[src/rtl/lin_rx_pkg.sv]
package lin_rx_pkg;

  // Strobes from the control path to the datapath, valid for one cycle.
  typedef struct packed {
    logic preTick;    // one prescaled period of mismatch has elapsed
    logic latchTx;    // capture the transmitted bit (start of bit)
    logic sampleNow;  // compare echo with captured bit this cycle
  } ctlStrobe_t;

endpackage

[src/rtl/lin_rx_ctrl.sv]
module lin_rx_ctrl
  import lin_rx_pkg::*;
#(
  parameter int PRE_W  = 3,
  parameter int TICK_W = 16
) (
  input  logic              clk,
  input  logic              rstN,
  input  logic [PRE_W-1:0]  preSel,
  input  logic [TICK_W-1:0] bitTicks,
  input  logic              txBitStart,
  input  logic              lvlDiffer,
  output ctlStrobe_t        strobes
);

  localparam int PROD_W = TICK_W + 3;

  logic [PRE_W-1:0]  preCnt;
  logic [TICK_W-1:0] bitCnt;
  logic              armed;
  logic [PROD_W-1:0] prod7;
  logic [TICK_W-1:0] samplePt;
  logic              preTick;
  logic              sampleNow;

  // Sample index = floor(7 * bitTicks / 8), computed without a multiplier.
  always_comb begin
    prod7    = ({3'b000, bitTicks} << 3) - {3'b000, bitTicks};
    samplePt = prod7[PROD_W-1:3];
  end

  // Prescaler: runs only while the synchronized line disagrees with the
  // filtered output, so each acceptance window starts at a known phase.
  assign preTick = lvlDiffer && (preCnt == preSel);

  always_ff @(posedge clk or negedge rstN) begin
    if (!rstN) begin
      preCnt <= '0;
    end else if (!lvlDiffer || preTick) begin
      preCnt <= '0;
    end else begin
      preCnt <= preCnt + 1'b1;
    end
  end

  // Bit-position counter: restarts on each start strobe, fires once.
  assign sampleNow = armed && !txBitStart && (bitCnt == samplePt);

  always_ff @(posedge clk or negedge rstN) begin
    if (!rstN) begin
      armed  <= 1'b0;
      bitCnt <= '0;
    end else if (txBitStart) begin
      armed  <= 1'b1;
      bitCnt <= '0;
    end else if (armed) begin
      if (sampleNow) begin
        armed <= 1'b0;
      end else begin
        bitCnt <= bitCnt + 1'b1;
      end
    end
  end

  always_comb begin
    strobes.preTick   = preTick;
    strobes.latchTx   = txBitStart;
    strobes.sampleNow = sampleNow;
  end

endmodule

[src/rtl/lin_rx_datapath.sv]
module lin_rx_datapath
  import lin_rx_pkg::*;
#(
  parameter int SYNC_STAGES = 2,
  parameter int FILT_LEN    = 16
) (
  input  logic       clk,
  input  logic       rstN,
  input  logic       rxRaw,
  input  logic       txBit,
  input  logic       chkEn,
  input  logic       errClr,
  input  ctlStrobe_t strobes,
  output logic       lvlDiffer,
  output logic       rxSync,
  output logic       rxFilt,
  output logic       bitErr
);

  localparam int FC_W = (FILT_LEN > 2) ? $clog2(FILT_LEN) : 1;
  localparam logic [FC_W-1:0] FC_LAST = FC_W'(FILT_LEN - 1);

  logic [SYNC_STAGES-1:0] syncQ;
  logic [FC_W-1:0]        filtCnt;
  logic                   txHeld;
  logic                   echoBad;

  // Synchronizer chain, resets to the recessive level.
  for (genvar i = 0; i < SYNC_STAGES; i++) begin : gSync
    if (i == 0) begin : gFirst
      always_ff @(posedge clk or negedge rstN) begin
        if (!rstN) syncQ[0] <= 1'b1;
        else       syncQ[0] <= rxRaw;
      end
    end else begin : gNext
      always_ff @(posedge clk or negedge rstN) begin
        if (!rstN) syncQ[i] <= 1'b1;
        else       syncQ[i] <= syncQ[i-1];
      end
    end
  end

  assign rxSync    = syncQ[SYNC_STAGES-1];
  assign lvlDiffer = (rxSync != rxFilt);

  // Deglitch counter: counts prescaled periods of steady disagreement.
  always_ff @(posedge clk or negedge rstN) begin
    if (!rstN) begin
      filtCnt <= '0;
      rxFilt  <= 1'b1;
    end else if (!lvlDiffer) begin
      filtCnt <= '0;
    end else if (strobes.preTick) begin
      if (filtCnt == FC_LAST) begin
        filtCnt <= '0;
        rxFilt  <= rxSync;
      end else begin
        filtCnt <= filtCnt + 1'b1;
      end
    end
  end

  // Captured transmit bit for the echo comparison.
  always_ff @(posedge clk or negedge rstN) begin
    if (!rstN)                txHeld <= 1'b1;
    else if (strobes.latchTx) txHeld <= txBit;
  end

  assign echoBad = strobes.sampleNow && chkEn && (rxFilt != txHeld);

  // Sticky flag; a new error outranks a clear.
  always_ff @(posedge clk or negedge rstN) begin
    if (!rstN)        bitErr <= 1'b0;
    else if (echoBad) bitErr <= 1'b1;
    else if (errClr)  bitErr <= 1'b0;
  end

endmodule

[src/rtl/lin_rx_guard.sv]
module lin_rx_guard
  import lin_rx_pkg::*;
#(
  parameter int PRE_W       = 3,
  parameter int TICK_W      = 16,
  parameter int SYNC_STAGES = 2,
  parameter int FILT_LEN    = 16
) (
  input  logic              clk,
  input  logic              rstN,
  input  logic              rxRaw,
  input  logic              txBit,
  input  logic              txBitStart,
  input  logic [TICK_W-1:0] bitTicks,
  input  logic [PRE_W-1:0]  preSel,
  input  logic              chkEn,
  input  logic              errClr,
  output logic              rxFilt,
  output logic              bitErr
);

  ctlStrobe_t ctlBus;
  logic       lvlDiffer;
  logic       syncTap;
  logic       sampleTap;

  lin_rx_ctrl #(
    .PRE_W (PRE_W),
    .TICK_W(TICK_W)
  ) uCtrl (
    .clk       (clk),
    .rstN      (rstN),
    .preSel    (preSel),
    .bitTicks  (bitTicks),
    .txBitStart(txBitStart),
    .lvlDiffer (lvlDiffer),
    .strobes   (ctlBus)
  );

  lin_rx_datapath #(
    .SYNC_STAGES(SYNC_STAGES),
    .FILT_LEN   (FILT_LEN)
  ) uData (
    .clk      (clk),
    .rstN     (rstN),
    .rxRaw    (rxRaw),
    .txBit    (txBit),
    .chkEn    (chkEn),
    .errClr   (errClr),
    .strobes  (ctlBus),
    .lvlDiffer(lvlDiffer),
    .rxSync   (syncTap),
    .rxFilt   (rxFilt),
    .bitErr   (bitErr)
  );

  assign sampleTap = ctlBus.sampleNow;

endmodule

[config.mk]
export PLATFORM = sky130hd
export DESIGN_NAME = lin_rx_guard
export DESIGN_NICKNAME = d
export VERILOG_FILES = /design/src/rtl/lin_rx_pkg.sv /design/src/rtl/lin_rx_ctrl.sv /design/src/rtl/lin_rx_datapath.sv /design/src/rtl/lin_rx_guard.sv
export SDC_FILE = /design/constraint.sdc
export NUM_CORES = 1
export LEC_CHECK = 0
export ABC_AREA = 1
export CORE_UTILIZATION = 45
export CTS_CLUSTER_DIAMETER = 120
export DETAILED_ROUTE_END_ITERATION = 7
export DONT_BUFFER_PORTS = 1
export PLACE_DENSITY_LB_ADDON = 0.05
export SYNTH_ARGS = -nofsm -noshare
export SYNTH_HDL_FRONTEND = slang
export SYNTH_SLANG_ARGS = --single-unit
[constraint.sdc]
create_clock -name clk -period 2.3 [get_ports clk]
set_input_delay 0.69 -clock clk [delete_from_list [all_inputs] [get_ports clk]]
set_output_delay 0.69 -clock clk [all_outputs]
set_load 0.05 [all_outputs]
==> flow_summary_export.csv, run 1 <==
group,metric,value,unit
die,die_w,82.2,microns
die,initial_core_util,0.477,
setup_path,crit_end,"uCtrl.bitCnt[2]$_DFFE_PN0P_",
clock_tree,cts_tree,"done",
logic_synthesis,synthCells,472,
clock_tree,cts.sinks,29,
power_and_ir_drop,total_power,1.60,mW
flow_run,max-cap-violations,0,
finish,layout_commonest_cell,"nand2_1",
logic_synthesis,syn-cell-area,0.00289,sq mm
grt,grt_max_degree,30,
setup_path,critPathLaunchType,"primary input",
finish,layout.cells.non_filler,578,
grt,grt_util_met1,0.308,
detailed_routing,via_per_inst,5.06,
setup_path,slowest_delay,0.27,ns
clock_tree,cts_buffer_depth,2,
clock_tree,cts_htree_levels,2,
setup_path,cp_top_family,"simple AND/OR/NAND/NOR gates",
detailed_routing,drt_wl_total,7390,microns
setup_path,cp.depth,19,
setup_path,r2r-end,"uCtrl.bitCnt[2]$_DFFE_PN0P_",
finish,fin_area,0.00363,sq mm
timing,worst_pin_slew,0.473,ns
setup_path,critPathCaptureType,"flop",
logic_synthesis,synth_nets,514,
setup_path,r2r_cells,13,
grt,grt_usage,0.226,
detailed_routing,drc_errors,0,
die,core,0.00606,sq mm
clock_tree,clk_pin_slew,0.06,ns
timing,period_share,1.02,
finish,nets,544,
setup_path,critPathMaxFanout,6,
clock_tree,clockRootBuffer,"clkbuf_8",
setup_path,crit_buf_inv,4,
logic_synthesis,synth_warnings,0,
finish,area_growth,25.4,%
clock_tree,clk_latency,0.28,ns
die,fp-row-count,28,
detailed_routing,dr.first_iter.drc_count,131,
logic_synthesis,synth_enable_flop_cells,0,
timing,slew_headroom,0.685,
detailed_routing,first_pass_iters,4,
setup_path,path_common_cell,"nand2_1",
timing,drv_slew,0,
status,run_status,"finished with violations",
setup_path,crit_required,2.47,ns
logic_synthesis,synth_ff_type,"dfrtp_1",
logic_synthesis,yosys.cell_types.count,37,
min_path,holdCritPathClass,"in2async",
status,violations,"setup timing",
clock_tree,cts_made_buffers,5,
grt,grt.busiest_layer,"met2",
timing,clock.fmax,0.426,GHz
setup_path,worstSetupStartpoint,"bitTicks[3]",
timing,hold_violations,0,
detailed_routing,routedWlPerCell,12.8,microns
finish,antennaDiodeCount,0,
place,hpwl,5770,microns
setup_path,slowest_stage,"ha_4",
setup_path,rrSetupSlack,0.32,ns
setup_path,crit_chain,"inv_8 > ha_4 > inv_4 > nor2_4 > buf_4 > nand3_2 > nand2_2 > nand2_2 > nand2_4 > nand2_2 > nand2_1 > nand2_1 > nand3_1 > nand2_1 > nor2_2 > nand3_4 > buf_6 > nand3_2 > nand2_1",
grt,grt_pass1_vias,2706,
timing,finClkSkew,0.00773,ns
clock_tree,ctsHoldBuffers,0,
place,gp_congestion,0.865,
logic_synthesis,avgSynthCellArea,6.13,sq um
detailed_routing,drtAntennaViolNets,0,
timing,setup_slack,-0.0449,ns
place,dpl_cell_area,0.00334,sq mm
setup_path,crit_type,"in2reg",
power_and_ir_drop,ir_worst_vdd,0.000373,V
die,dieArea,0.00675,sq mm
finish,final_cell_mix,"nand2_1 (147), inv_1 (71), nor2_1 (39)",
finish,drive_gt1_frac,0.217,
power_and_ir_drop,power_leakage,1.86,nW
place,port_buffers,0,
setup_path,reg2reg_from,"uCtrl.bitCnt[3]$_DFFE_PN0P_",
grt,antenna_found_initial,0,
grt,overflow,0,
logic_synthesis,ys_seq_elements,29,
timing,fin_crit,2.34,ns
grt,met3_usage,0.0275,
grt,use_met2,0.377,
timing,setup_viol,15,
die,die_h,82.2,microns
grt,grt_pass1_wl,11600,microns
logic_synthesis,async_flop_share,1.00,
place,dpl.cell_count,566,
power_and_ir_drop,powerDensity,441,mW/mm^2
timing,rsz0062_at_grt,"true",
detailed_routing,num_vias,2925,
die,ios,28,
setup_path,worst_ep_arrival_time,2.51,ns
logic_synthesis,synth-seq-area-share,0.253,
cell usage after synthesis (all sizes together) (5+ instances only):
library cell,number,share of area
nand2,165,0.22
inv,77,0.10
nor2,51,0.071
nand3,48,0.089
dfrtp,25,0.22
xor2,17,0.051
ha,16,0.069
a21oi,14,0.024
nand4,11,0.024
xnor2,9,0.027
nor3,7,0.012
clkbuf,5,0.0069
o21ai,5,0.0086
worst min path at each step:
stage / to / slack [ns]
global placement: uData.rxSync$_DFF_PN1_ / 0.35
detailed placement: uData.rxSync$_DFF_PN1_ / 0.35
global route: uCtrl.bitCnt[4]$_DFFE_PN0P_ / 0.09
floorplan: uData.rxSync$_DFF_PN1_ / 0.35
finish: uCtrl.bitCnt[4]$_DFFE_PN0P_ / 0.09
CTS: uCtrl.armed$_DFF_PN0_ / 0.08
registers in the layout, summed over array words and instances, names as in the netlist:
signal / cells
uData.filtCnt: 4
uCtrl.bitCnt: 16
uData.rxSync: 1
uCtrl.preCnt: 3
uData.syncQ: 1
uData.rxFilt: 1
uData.bitErr: 1
uData.txHeld: 1
uCtrl.armed: 1
where the power goes:
group	leakage [nW]	switching, mW	internal, mW	total (mW)
Combinational	1.42	0.270	0.225	0.495
Sequential	0.381	0.0240	0.535	0.559
Clock	0.0585	0.193	0.353	0.546
Total	1.86	0.487	1.11	1.60
stage by stage:
stage                      util  TNS, ns  setup slack (ns)  hold slack [ns]
after CTS                 0.576        0            0.0132           0.0843
after detailed placement  0.551    -5.45            -0.319            0.349
final                     0.598   -0.411           -0.0449           0.0939
after floorplan               -   -0.495           -0.0539            0.345
after global placement    0.551    -5.16            -0.299            0.345
after global routing      0.598    -3.56            -0.226           0.0850
metal layers:
layer  part of all wire  up-vias
li1                   -     1529
met4              0.010        0
met5                  0        -
met2               0.47       65
met1               0.48     1322
met3              0.045        9
kinds of logic after synthesis:
kind of cell,after synthesis,share of synthesized area
buffers and inverters,87,0.118
flip-flops,29,0.253
AO/OA/AOI/OAI,24,0.0459
XOR/XNOR,26,0.0787
adder cells (fa/ha/maj),16,0.0692
AND/OR/NAND/NOR,290,0.436
final cells by class:
type / instances / area, sq um
Timing Repair Buffer: 32 / 255
Inverter: 78 / 303
Fill cell: 604 / 2430
Sequential cell: 29 / 731
Clock inverter: 1 / 30.0
Multi-Input combinational cell: 356 / 2130
Clock buffer: 7 / 86.3
Tap cell: 75 / 93.8
repair_timing:
item | CTS | global route
endpoints found under the setup margin | 15 | 18
hold endpoints to repair | 0 | 0
resized for setup | 7 | 31
setup buffers | 1 | 3
pin swaps | 2 | 29
(Power assumes the default switching activity.)
==> inputs of run 2 (changes only) <==
ABC_CLOCK_PERIOD_IN_PS = 2300   (was not set)
==> results of run 2 <==
No change in the layout: final DEF, timing and power equal those of run 1.
==> inputs of run 3 (changes only) <==
ABC_CLOCK_PERIOD_IN_PS = 2050   (was 2300)
GPL_TIMING_DRIVEN = 0   (was not set)
clock period = 2.05 ns   (was 2.3 ns; I/O delays follow)
==> flow_summary_export.csv, run 3 (same netlist as run 1, synthesis figures left out) <==
group,metric,value,unit
timing,setup_viol,18,
detailed_routing,drt_wl_total,7130,microns
detailed_routing,drc_errors,0,
detailed_routing,dr.first_iter.drc_count,93,
timing,period_share,1.10,
finish,nets,531,
clock_tree,cts_made_buffers,5,
status,violations,"setup timing",
timing,setup_slack,-0.213,ns
die,initial_core_util,0.477,
place,place_ws,-0.627,ns
finish,final_core_util,0.578,
die,die_w,82.2,microns
setup_path,crit_required,2.27,ns
clock_tree,clockRootBuffer,"clkbuf_8",
flow_run,max-cap-violations,0,
setup_path,worst_ep_arrival_time,2.48,ns
grt,antenna_found_initial,0,
detailed_routing,num_vias,2826,
die,ios,28,
grt,overflow,0,
timing,hold_violations,0,
die,dieArea,0.00675,sq mm
clock_tree,clk_pin_slew,0.06,ns
grt,grt_pass1_vias,2740,
timing,clock.fmax,0.442,GHz
timing,slew_headroom,0.606,
power_and_ir_drop,powerDensity,526,mW/mm^2
place,gp_congestion,0.839,
setup_path,rrSetupSlack,-0.04,ns
detailed_routing,via_per_inst,5.00,
setup_path,critPathCaptureType,"flop",
setup_path,critPathMaxFanout,6,
power_and_ir_drop,ir_worst_vdd,0.000441,V
finish,area_growth,21.2,%
finish,drive_gt1_frac,0.176,
grt,grt_usage,0.230,
finish,final_cell_mix,"nand2_1 (148), inv_1 (69), nand3_1 (43)",
die,die_h,82.2,microns
grt,grt_max_degree,30,
clock_tree,cts_tree,"done",
setup_path,critPathLaunchType,"primary input",
timing,finalHoldWorstSlack,0.0262,ns
timing,rsz0062_at_grt,"true",
die,fp-row-count,28,
min_path,holdCritPathClass,"in2async",
timing,worst_pin_slew,0.586,ns
timing,drv_slew,0,
place,hpwl,5650,microns
clock_tree,cts_htree_levels,2,
die,core,0.00606,sq mm
finish,layout_commonest_cell,"nand2_1",
clock_tree,ctsHoldBuffers,0,
clock_tree,cts.sinks,29,
clock_tree,clk_latency,0.28,ns
finish,antennaDiodeCount,0,
detailed_routing,drtAntennaViolNets,0,
place,port_buffers,0,
finish,top_register,"uCtrl.bitCnt",
detailed_routing,routedWlPerCell,12.6,microns
setup_path,crit_type,"in2reg",
finish,largest_reg_flops,16,
grt,grt_pass1_wl,11900,microns
power_and_ir_drop,power_leakage,1.78,nW
finish,top_regs,"uCtrl.bitCnt: 16 flops, uData.filtCnt: 4 flops, uCtrl.preCnt: 3 flops",
detailed_routing,first_pass_iters,4,
timing,fin_crit,2.26,ns
clock_tree,cts_buffer_depth,2,
timing,finClkSkew,0.00291,ns
status,run_status,"finished with violations",
-- run 3: cell count changes in the layout (fill, tap and decap cells not counted), sizes merged --
cell	previous run	this run
buf	32	13
clkbuf	7	11
bufinv	1	2
clkinv	1	2
-- run 3: critical path: stages --
cell and delay (ns):
inv_2 0.02, ha_4 0.30, nand2_1 0.07, nand2_2 0.07
nand2_1 0.05, nand2_1 0.08, inv_1 0.07, nand2_2 0.09
nand2_1 0.05, nand2_1 0.05, nand2_1 0.05, nor2_2 0.09
nand4_1 0.12, nor2_2 0.17, nand3_4 0.16, nand2_8 0.14
clkbuf_16 0.15, nand2_1 0.04, nand2_1 0.06
-- run 3: per-layer routing --
layer | up-vias | wire length [microns] | share of wire | GRT usage
met1 | 1265 | 3430 | 0.48 | 0.300
met5 | - | 0 | 0 | 0
met3 | 8 | 272 | 0.038 | 0.0308
met4 | 0 | 102 | 0.014 | 0.0614
li1 | 1509 | - | - | -
met2 | 44 | 3330 | 0.47 | 0.398
-- run 3: power by group --
part	internal, mW	switching (mW)	total [mW]
registers	0.600	0.0284	0.629
logic	0.214	0.297	0.511
clock network	0.482	0.221	0.703
total	1.30	0.546	1.84
-- run 3: layout make-up --
cell class | instances | area, sq um
tap | 75 | 93.8
fill | 636 | 2550
buffer | 9 | 53.8
multi-input combinational | 356 | 2090
clock buffer | 5 | 68.8
inverter | 78 | 298
clock inverter | 3 | 65.1
timing repair buffer | 10 | 109
sequential | 29 | 731
-- run 3: metrics by stage --
step / TNS (ns) / area (sq um) / total power, mW / std cells
global route: -5.92 / 3510 / 1.96 / 565
detailed placement: -10.11 / 3180 / 1.11 / 547
finish: -3.21 / 3510 / 1.84 / 565
floorplan: -3.19 / 3090 / 1.02 / 472
CTS: -2.64 / 3430 / 1.84 / 562
global placement: -9.86 / 3180 / 1.10 / 547
-- run 3: path summary, 6_finish.rpt --
check	startpoint	end	cells after the start
setup reg to reg	uCtrl.bitCnt[1]$_DFFE_PN0P_	uCtrl.bitCnt[0]$_DFFE_PN0P_	16
hold / removal	rstN	uCtrl.bitCnt[13]$_DFFE_PN0P_	0
max in group asynchronous	rstN	uData.rxFilt$_DFFE_PN1P_	0
hold reg to reg	uData.syncQ[0]$_DFF_PN1_	uData.rxSync$_DFF_PN1_	0
setup / recovery	bitTicks[5]	uCtrl.bitCnt[0]$_DFFE_PN0P_	19
min in group clk	rxRaw	uData.syncQ[0]$_DFF_PN1_	0
-- run 3: repair_timing --
| item | in CTS | in global routing |
|---|---|---|
| buffers inserted | 7 | 2 |
| pin swaps | 4 | 13 |
| endpoints found under the setup margin | 18 | 18 |
| gates resized for setup | 12 | 15 |
| cloned | 0 | 1 |
